**src/rtl/useq_pkg.sv**
```systemverilog
// Package: shared widths, encodings and state type for the sequencer.
// Assumes: an 8-bit microinstruction word, a 9-bit counter and 32 conditions.
package useq_pkg;
    localparam int unsigned WORD_W     = 8;
    localparam int unsigned CNT_W      = 9;
    localparam int unsigned COND_N     = 32;
    localparam int unsigned SEL_W      = $clog2(COND_N);
    localparam int unsigned OP_LIMIT   = 192;   // codes below this are operations
    localparam int unsigned ADDR_W     = CNT_W + 1;

    typedef enum logic [1:0] {
        ST_FETCH   = 2'd0,   // read and decode the word at the counter
        ST_OPWAIT  = 2'd1,   // operation issued, waiting for completion
        ST_WORD2   = 2'd2,   // read the low target byte of a branch
        ST_RESOLVE = 2'd3    // test the condition and redirect
    } seq_state_t;

    typedef enum logic [1:0] {
        CNT_HOLD = 2'd0,
        CNT_INC  = 2'd1,
        CNT_LOAD = 2'd2
    } cnt_op_t;
endpackage

```
**src/rtl/useq_decode.sv**
```systemverilog
// Module: classifies a fetched byte as an operation or a branch head and
// splits out the branch fields. Assumes the branch head layout
// {2'b11, selector, target bit 8}; purely combinational.
module useq_decode
    import useq_pkg::*;
#(
    parameter int unsigned W      = WORD_W,
    parameter int unsigned SW     = SEL_W,
    parameter int unsigned LIMIT  = OP_LIMIT
) (
    input  logic [W-1:0]  word_in,
    output logic          is_op,
    output logic [SW-1:0] sel_out,
    output logic          tgt_msb
);
    // Field extraction for operation/branch classification.
    always_comb begin
        is_op   = (int'(word_in) < int'(LIMIT));
        sel_out = word_in[SW:1];
        tgt_msb = word_in[0];
    end
endmodule

```
**src/rtl/useq_cond_sel.sv**
```systemverilog
// Module: picks one condition input by selector. Entry 0 is forced true so
// that it can serve as an unconditional jump. Assumes N is a power of two.
module useq_cond_sel #(
    parameter int unsigned N  = 32,
    parameter int unsigned SW = $clog2(N)
) (
    input  logic [N-1:0]  cond_vec,
    input  logic [SW-1:0] sel,
    output logic          hit
);
    logic [N-1:0] eff;

    // Build the effective vector: slot 0 tied high, the rest pass through.
    generate
        for (genvar i = 0; i < N; i++) begin : g_slot
            if (i == 0) begin : g_true
                assign eff[i] = cond_vec[i] | 1'b1;
            end else begin : g_pass
                assign eff[i] = cond_vec[i];
            end
        end
    endgenerate

    // Selected condition.
    always_comb hit = eff[sel];
endmodule

```
**src/rtl/useq_counter.sv**
```systemverilog
// Module: step counter and page bit. Holds, increments with wrap inside the
// page, or loads a target. Only reset changes the page bit.
module useq_counter
    import useq_pkg::*;
#(
    parameter int unsigned CW = CNT_W
) (
    input  logic          clk,
    input  logic          rst_n,
    input  cnt_op_t       op,
    input  logic [CW-1:0] load_val,
    output logic [CW-1:0] cnt,
    output logic          page
);
    // Counter update: synchronous clear, then hold/increment/load.
    always_ff @(posedge clk) begin
        if (!rst_n) begin
            cnt <= '0;
        end else begin
            unique case (op)
                CNT_INC:  cnt <= cnt + 1'b1;
                CNT_LOAD: cnt <= load_val;
                default:  cnt <= cnt;
            endcase
        end
    end

    // Page bit: cleared by reset, otherwise held.
    always_ff @(posedge clk) begin
        if (!rst_n) page <= 1'b0;
        else        page <= page;
    end

    AST_PAGE_STABLE: assert property (@(posedge clk) disable iff (!rst_n)
        1'b1 |=> (page == $past(page))) else $error("page bit changed");

    AST_CNT_WRAP: assert property (@(posedge clk) disable iff (!rst_n)
        (op == CNT_INC && cnt == {CW{1'b1}}) |=> (cnt == '0)) else $error("no wrap");
endmodule

```
**src/rtl/useq_sequencer.sv**
```systemverilog
// Module: top of the microprogrammed sequencer. It fetches a byte each fetch
// cycle, issues operations with a request/done handshake, and runs branches
// over three cycles. Assumes memory read data is valid in the same cycle
// as the address.
module useq_sequencer
    import useq_pkg::*;
(
    input  logic                clk,
    input  logic                rst_n,
    output logic [ADDR_W-1:0]   ucode_addr,
    input  logic [WORD_W-1:0]   ucode_data,
    output logic                op_req,
    output logic [WORD_W-1:0]   op_code,
    input  logic                op_done,
    input  logic [COND_N-1:0]   cond_in
);
    seq_state_t         state_q;
    cnt_op_t            cnt_op;
    logic [CNT_W-1:0]   cnt_q;
    logic               page_q;
    logic [WORD_W-1:0]  code_q;
    logic [SEL_W-1:0]   sel_q;
    logic [CNT_W-1:0]   tgt_q;
    logic               dec_is_op;
    logic [SEL_W-1:0]   dec_sel;
    logic               dec_tgt_msb;
    logic               cond_hit;

    useq_decode #(.W(WORD_W), .SW(SEL_W), .LIMIT(OP_LIMIT)) u_decode (
        .word_in (ucode_data),
        .is_op   (dec_is_op),
        .sel_out (dec_sel),
        .tgt_msb (dec_tgt_msb)
    );

    useq_cond_sel #(.N(COND_N), .SW(SEL_W)) u_cond (
        .cond_vec (cond_in),
        .sel      (sel_q),
        .hit      (cond_hit)
    );

    useq_counter #(.CW(CNT_W)) u_counter (
        .clk      (clk),
        .rst_n    (rst_n),
        .op       (cnt_op),
        .load_val (tgt_q),
        .cnt      (cnt_q),
        .page     (page_q)
    );

    // Counter command for the current state.
    always_comb begin
        cnt_op = CNT_HOLD;
        unique case (state_q)
            ST_FETCH:   cnt_op = dec_is_op ? CNT_HOLD : CNT_INC;
            ST_OPWAIT:  cnt_op = op_done ? CNT_INC : CNT_HOLD;
            ST_WORD2:   cnt_op = CNT_INC;
            ST_RESOLVE: cnt_op = cond_hit ? CNT_LOAD : CNT_HOLD;
            default:    cnt_op = CNT_HOLD;
        endcase
    end

    // Sequencing state and latched instruction fields.
    always_ff @(posedge clk) begin
        if (!rst_n) begin
            state_q <= ST_FETCH;
            code_q  <= '0;
            sel_q   <= '0;
            tgt_q   <= '0;
        end else begin
            unique case (state_q)
                ST_FETCH: begin
                    if (dec_is_op) begin
                        code_q  <= ucode_data;
                        state_q <= ST_OPWAIT;
                    end else begin
                        sel_q           <= dec_sel;
                        tgt_q[CNT_W-1]  <= dec_tgt_msb;
                        state_q         <= ST_WORD2;
                    end
                end
                ST_OPWAIT: if (op_done) state_q <= ST_FETCH;
                ST_WORD2: begin
                    tgt_q[CNT_W-2:0] <= ucode_data;
                    state_q          <= ST_RESOLVE;
                end
                ST_RESOLVE: state_q <= ST_FETCH;
                default:    state_q <= ST_FETCH;
            endcase
        end
    end

    // Port outputs.
    always_comb begin
        ucode_addr = {page_q, cnt_q};
        op_req     = (state_q == ST_OPWAIT);
        op_code    = code_q;
    end

    AST_RESET_CLEAR: assert property (@(posedge clk)
        !rst_n |=> (ucode_addr == '0 && !op_req)) else $error("reset state");

    AST_REQ_CODE_RANGE: assert property (@(posedge clk) disable iff (!rst_n)
        op_req |-> (int'(op_code) < int'(OP_LIMIT))) else $error("bad op code");

    AST_REQ_HOLD: assert property (@(posedge clk) disable iff (!rst_n)
        (op_req && !op_done) |=> (op_req && $stable(op_code) && $stable(ucode_addr)))
        else $error("request dropped early");

    AST_REQ_RELEASE: assert property (@(posedge clk) disable iff (!rst_n)
        (op_req && op_done) |=> (!op_req && cnt_q == $past(cnt_q) + 9'd1))
        else $error("bad release");

    AST_BRANCH_DEST: assert property (@(posedge clk) disable iff (!rst_n)
        (state_q == ST_RESOLVE) |=>
            (cnt_q == ($past(cond_hit) ? $past(tgt_q) : $past(cnt_q))))
        else $error("bad branch destination");

    AST_SEL0_TRUE: assert property (@(posedge clk) disable iff (!rst_n)
        (state_q == ST_RESOLVE && sel_q == '0) |-> cond_hit)
        else $error("selector 0 not true");
endmodule

```
**config.mk**
```make
export PLATFORM = sky130hd
export DESIGN_NAME = useq_sequencer
export DESIGN_NICKNAME = d
export VERILOG_FILES = /design/src/rtl/useq_pkg.sv /design/src/rtl/useq_decode.sv /design/src/rtl/useq_cond_sel.sv /design/src/rtl/useq_counter.sv /design/src/rtl/useq_sequencer.sv
export SDC_FILE = /design/constraint.sdc
export NUM_CORES = 1
export LEC_CHECK = 0
export BUFFER_PORTS_ARGS = -buffer_cell sky130_fd_sc_hd__buf_4
export CAP_MARGIN = 25
export CORE_MARGIN = 4
export CORE_UTILIZATION = 50
export CTS_CLUSTER_DIAMETER = 60
export CTS_CLUSTER_SIZE = 20
export DETAILED_ROUTE_END_ITERATION = 6
export GPL_TIMING_DRIVEN = 0
export HOLD_SLACK_MARGIN = 0.15
export PLACE_DENSITY = 0.78
export SLEW_MARGIN = 20
export SYNTH_ARGS = -nofsm -noshare
export SYNTH_HDL_FRONTEND = slang
export SYNTH_SLANG_ARGS = --single-unit
```
**constraint.sdc**
```tcl
create_clock -name clk -period 8.7 [get_ports clk]
set_input_delay 1.74 -clock clk [delete_from_list [all_inputs] [get_ports clk]]
set_output_delay 1.74 -clock clk [all_outputs]
set_load 0.05 [all_outputs]
```
# Word-level counts from Yosys, hierarchy flattened
# Cells that the tools add are included.
[totals]
inputBits = 43
word_cells = 30
ff_bits = 33
[op_classes]
bitwise_logic = 1
order_cmp = 2
reduce_logical = 4
addsub = 1
muxes = 10
eq_ne = 6
[ops]
columns = ["op", "n"]
rows = [
  ["one-hot mux 9 bit (2 select lines)", 1],
  ["one-hot mux 2 bit (4 select lines)", 2],
  ["adder 9 x 1 -> 9 bit (second input constant)", 1],
  ["less-than comparator 8 bit (second input constant)", 1],
  ["== test 2 bit (second input constant)", 3],
  ["less-than comparator 5 x 6 -> 1 bit (second input constant)", 1],
  ["2-to-1 mux 2 bit", 3],
  ["binary-select mux 1 bit (select 5 bit)", 1],
  ["== test 2 x 1 -> 1 bit (second input constant)", 2],
  ["AND reduction 2 bit", 2],
  ["2-to-1 mux 1 bit", 3],
  ["logical NOT 2 bit", 1],
  ["inequality test 2 x 1 -> 1 bit (second input constant)", 1],
  ["nonzero test 2 bit", 1],
  ["NOT 1 bit", 1],
]

# Logic depth before layout (Yosys ltp)
[depth]
depth_word = 6
mapped_depth = 11
mapped_depth_nobuf = 9

# Modules after synthesis
# From an unflattened synthesis, not the netlist that was laid out.
[hier_totals]
hier_cells = 207
area_unflattened_um2 = 1946.9
[by_module_without_submodules]
columns = ["mod", "instances", "area_each_um2", "cells_per_inst"]
rows = [
  ["useq_sequencer", 1, 985.9, 103],
  ["useq_counter", 1, 606.8, 71],
  ["useq_cond_sel", 1, 305.3, 26],
  ["useq_decode", 1, 48.8, 7],
]

# Worst setup path before layout
# Ideal clock, no wire load.
[synth_timing]
path_type = "input to register"
startpoint = "input cond_in[11]"
endpoint = "register u_counter.cnt[7]"
setup_time_ns = 0.119
cell_stages = 9
t_arrival_ns = 3.852
n_path_buf = 1
slack_ns = 4.730
required_time_ns = 8.581
path_cell_list = "mux4_1 > mux2_2 > a2111oi_2 > nor4_1 > ha_1 > clkbuf_1 > nor2_1 > a41oi_1 > o221a_2"
[synth_via]
elab_chain_cells = 6
word_cells_on_any_way = 8
[synth_rtl]
columns = ["element", "line", "source"]
rows = [
  ["start: declaration", "useq_sequencer.sv:15", "input logic [COND_N-1:0] cond_in"],
  ["binary-select mux 1 bit (select 5 bit) *", "useq_cond_sel.sv:25", "always_comb hit = eff[sel];"],
  ["2-to-1 mux 1 bit (implied by the code) *", "useq_cond_sel.sv:25", ""],
  ["2-to-1 mux 2 bit *", "useq_sequencer.sv:58", "ST_RESOLVE: cnt_op = cond_hit ? CNT_LOAD : CNT_HOLD;"],
  ["one-hot mux 2 bit (4 select lines) *", "useq_sequencer.sv:54", "unique case (state_q)"],
  ["== test 2 bit / == test 2 x 1 -> 1 bit (equally long branches)", "useq_counter.sv:20", "unique case (op)"],
  ["one-hot mux 9 bit (2 select lines) / nonzero test 2 bit (equally long branches)", "--", ""],
  ["end signal: assignment", "useq_counter.sv:21", "CNT_INC: cnt <= cnt + 1'b1;"],
  ["end signal: assignment", "useq_counter.sv:22", "CNT_LOAD: cnt <= load_val;"],
  ["end signal: assignment", "useq_counter.sv:23", "default: cnt <= cnt;"],
  ["end: declaration", "useq_counter.sv:12", "output logic [CW-1:0] cnt,"],
]
# Every way passes the cells marked *; elsewhere a longest branch is shown, timed or not. The select of a mux whose other input is x is not followed.
# A chain may end at the register's enable or synchronous reset.

# Final worst setup path
[layout_timing]
startpoint = "input cond_in[10]"
endpoint = "register u_counter.cnt[7]"
# The elaborated chain is that of the path after synthesis.

==> impl_metrics.env <==
export IMPL_die_h_um=68.3
export IMPL_busiest_layer="met2"
export IMPL_synthCells=199
export IMPL_nets=310
export IMPL_cts_repair_resized=0
export IMPL_wl_per_cell_um=14.4
export IMPL_fmax_mhz=250
export IMPL_area_delta_synth_final_pct=31.3
export IMPL_yosysTopAreaCell="dfxtp_1"
export IMPL_cts_root_buf="clkbuf_4"
export IMPL_path_cells="buf_4, mux4_1, mux2_2, a2111oi_2, nor4_1, ha_1, clkbuf_1, nor2_1, o221a_2"
export IMPL_seq_power_share_pct=45.9
export IMPL_rows=21
export IMPL_postRouteAntennaNets=0
export IMPL_ys_ff_latch=33
export IMPL_ys_dominant_reg_cell="dfxtp_1"
export IMPL_crit_buf_inv=2
export IMPL_outcome="complete, no violations"
export IMPL_p_leak_nw=0.976
export IMPL_multi_input_area_um2=1080
export IMPL_grt_start_max_net_pins=11
export IMPL_ctsHoldBuffers=0
export IMPL_max_slew_margin_rel_pct=62.6
export IMPL_min_period_ns=4.00
export IMPL_met2_usage_pct=32.3
export IMPL_num_fill_cells=304
export IMPL_h_tree_depth=2
export IMPL_grt_overflow_total=0
export IMPL_ys_warn_count=0
export IMPL_cp_arrival_ns=4.24
export IMPL_cp_top_family="multiplexers"
export IMPL_cts_tree="built"
export IMPL_yosysSeqAreaShare_pct=36.3
export IMPL_fin_worst_skew_ns=0.00314
export IMPL_tns_ns=0
export IMPL_hp_class="reg2reg"
export IMPL_regArea_um2=661
export IMPL_cts_sinks=33
export IMPL_drive_gt1_share_pct=30.1
export IMPL_cpMaxStageDelayCell="mux4_1"
export IMPL_async_flop_share_pct=0
export IMPL_cts_buffer_depth=2
export IMPL_diodes=0
export IMPL_criticalPathCategory="in2reg"
export IMPL_drtIter0Drc=181
export IMPL_synth_common_cells="nand2_1, dfxtp_1, a21boi_0"
export IMPL_start_util_pct=53.3
export IMPL_die_w_um=68.3
export IMPL_worst_pin_slew_ns=0.562
export IMPL_synth_area_um2=1820
export IMPL_pre_cts_ws_ns=4.35
export IMPL_use_met3_pct=6.08
export IMPL_hpwl_um=3440
export IMPL_p_comb_share_pct=26.9
export IMPL_synth_edf_count=0
export IMPL_core_area_um2=3420
export IMPL_synth_top_area_share_pct=36.3
export IMPL_finalMaxSlewViolations=0
export IMPL_grt_pass1_vias=1580
export IMPL_p_int_uw=250
export IMPL_track_usage_pct=20.9
export IMPL_post_cts_buffers=0
export IMPL_remaining_drc_errors=0
export IMPL_wl_um=4490
export IMPL_io_buffers=59
export IMPL_syn_num_nets=244
export IMPL_switching_share_pct=31.9
export IMPL_ir_worst_vdd_mv=0.128
export IMPL_setup_ws_ns=4.70
export IMPL_cp_required_ns=8.94
export IMPL_worstSetupEndpointType="flop"
export IMPL_clk_latency_ns=0.34
export IMPL_clk_pin_slew_worst_paths_ns=0.10
export IMPL_cp_max_fo=10
export IMPL_maxCapViolations=0
export IMPL_rsz0062_at_grt="false"
export IMPL_ioPinCount=62
export IMPL_firstDrtPassIters=4
export IMPL_dr_total_vias=1706
export IMPL_syn_mean_instance_area_um2=9.15
export IMPL_synth_most_common_cell="nand2_1"
export IMPL_synth_area_leaders="dfxtp_1, mux4_1, nand2_1, a21boi_0, mux2i_1"
export IMPL_cts_buffers=5
export IMPL_routabilityCongestion=0.790
export IMPL_dieArea_um2=4670
export IMPL_hold_viol_final=0
export IMPL_critPathMaxStageDelay_ns=0.48
export IMPL_routed_via_density=5.47
export IMPL_p_switching_uw=117
export IMPL_use_met1_pct=27.7
export IMPL_p_clk_share_pct=27.2
export IMPL_setup_viol=0
export IMPL_p_per_area_nw_per_um2=153
export IMPL_grt_pass1_wl_um=7250
export IMPL_antenna_found_initial=0
export IMPL_period_share_pct=46.0
export IMPL_ys_types=39
export IMPL_startpoint_type="primary input"
worst min-delay path, cell delays in order (launching register included):
cell and delay [ns]:
dfxtp_1 0.32, nand2_1 0.05, a21boi_0 0.06
kinds of logic (layout without fill, tap and decap cells):
logic type      Yosys count  count (layout)  share of synthesized area (%)
compound gates           49              49                           19.9
fa+ha+maj                 2               2                           1.37
buf+inv                  16              83                           4.33
flops                    33              33                           36.3
mux                      19              19                           16.9
other cells               1               1                          0.206
simple gates             79              79                           21.0
layout make-up:
type | count | share of cell area [%]
Tap cell | 46 | 2.41
Multi-Input combinational cell | 150 | 45.2
Clock inverter | 1 | 0.209
Sequential cell | 33 | 27.6
Timing Repair Buffer | 59 | 18.5
Clock buffer | 7 | 2.72
Buffer | 14 | 2.98
Inverter | 2 | 0.314
path summary, 6_finish.rpt:
kind               start                to  slack, ns  cells after the start
max reg2reg     sel_q[1]  u_counter.cnt[7]       5.66                      9
max          cond_in[10]  u_counter.cnt[7]       4.70                      9
min reg2reg   op_code[1]        op_code[1]       0.47                      2
min           op_code[1]        op_code[1]       0.47                      2
metrics by stage:
stage          power (mW)  hold slack [ns]  util (%)  cells  area [um2]
6_report            0.367            0.474      70.0    312        2390
5_1_grt             0.387            0.505      70.0    312        2390
4_1_cts             0.369            0.479      70.0    312        2390
3_5_place_dp        0.271            0.463      67.9    304        2320
3_3_place_gp        0.269            0.450      67.9    304        2320
2_1_floorplan       0.234            0.440         -    199        1820
routing by layer:
layer | up-vias | routed length [um]
met3 | 8 | 292
li1 | 851 | -
met4 | 0 | 59
met1 | 795 | 2030
met5 | - | 0
met2 | 52 | 2100
power groups by stage:
stage               combinational [mW]  clock (mW)  sequential, mW
CTS                             0.0992       0.101           0.168
global route                     0.107       0.110           0.170
global placement                0.0975           0           0.171
finish                          0.0988      0.0997           0.168
detailed placement              0.0989           0           0.172
floorplan                       0.0452           0           0.189
registers in the layout, indices dropped and copies added, names as in the netlist:
register,cells
tgt_q,9
u_counter.cnt,9
state_q,2
op_code,8
sel_q,5
cell usage in the layout, fill, tap and decap left out, types with 4 or more instances in the layout:
master,instances
and2_1,5
dfxtp_1,33
o221a_2,4
a21boi_0,17
nor2_1,9
buf_4,60
mux4_1,7
o21ai_0,9
clkbuf_4,5
nand2_1,38
nor2b_1,9
a31oi_1,5
clkbuf_1,11
mux2i_1,9
Power figures use the tool's default switching activity.
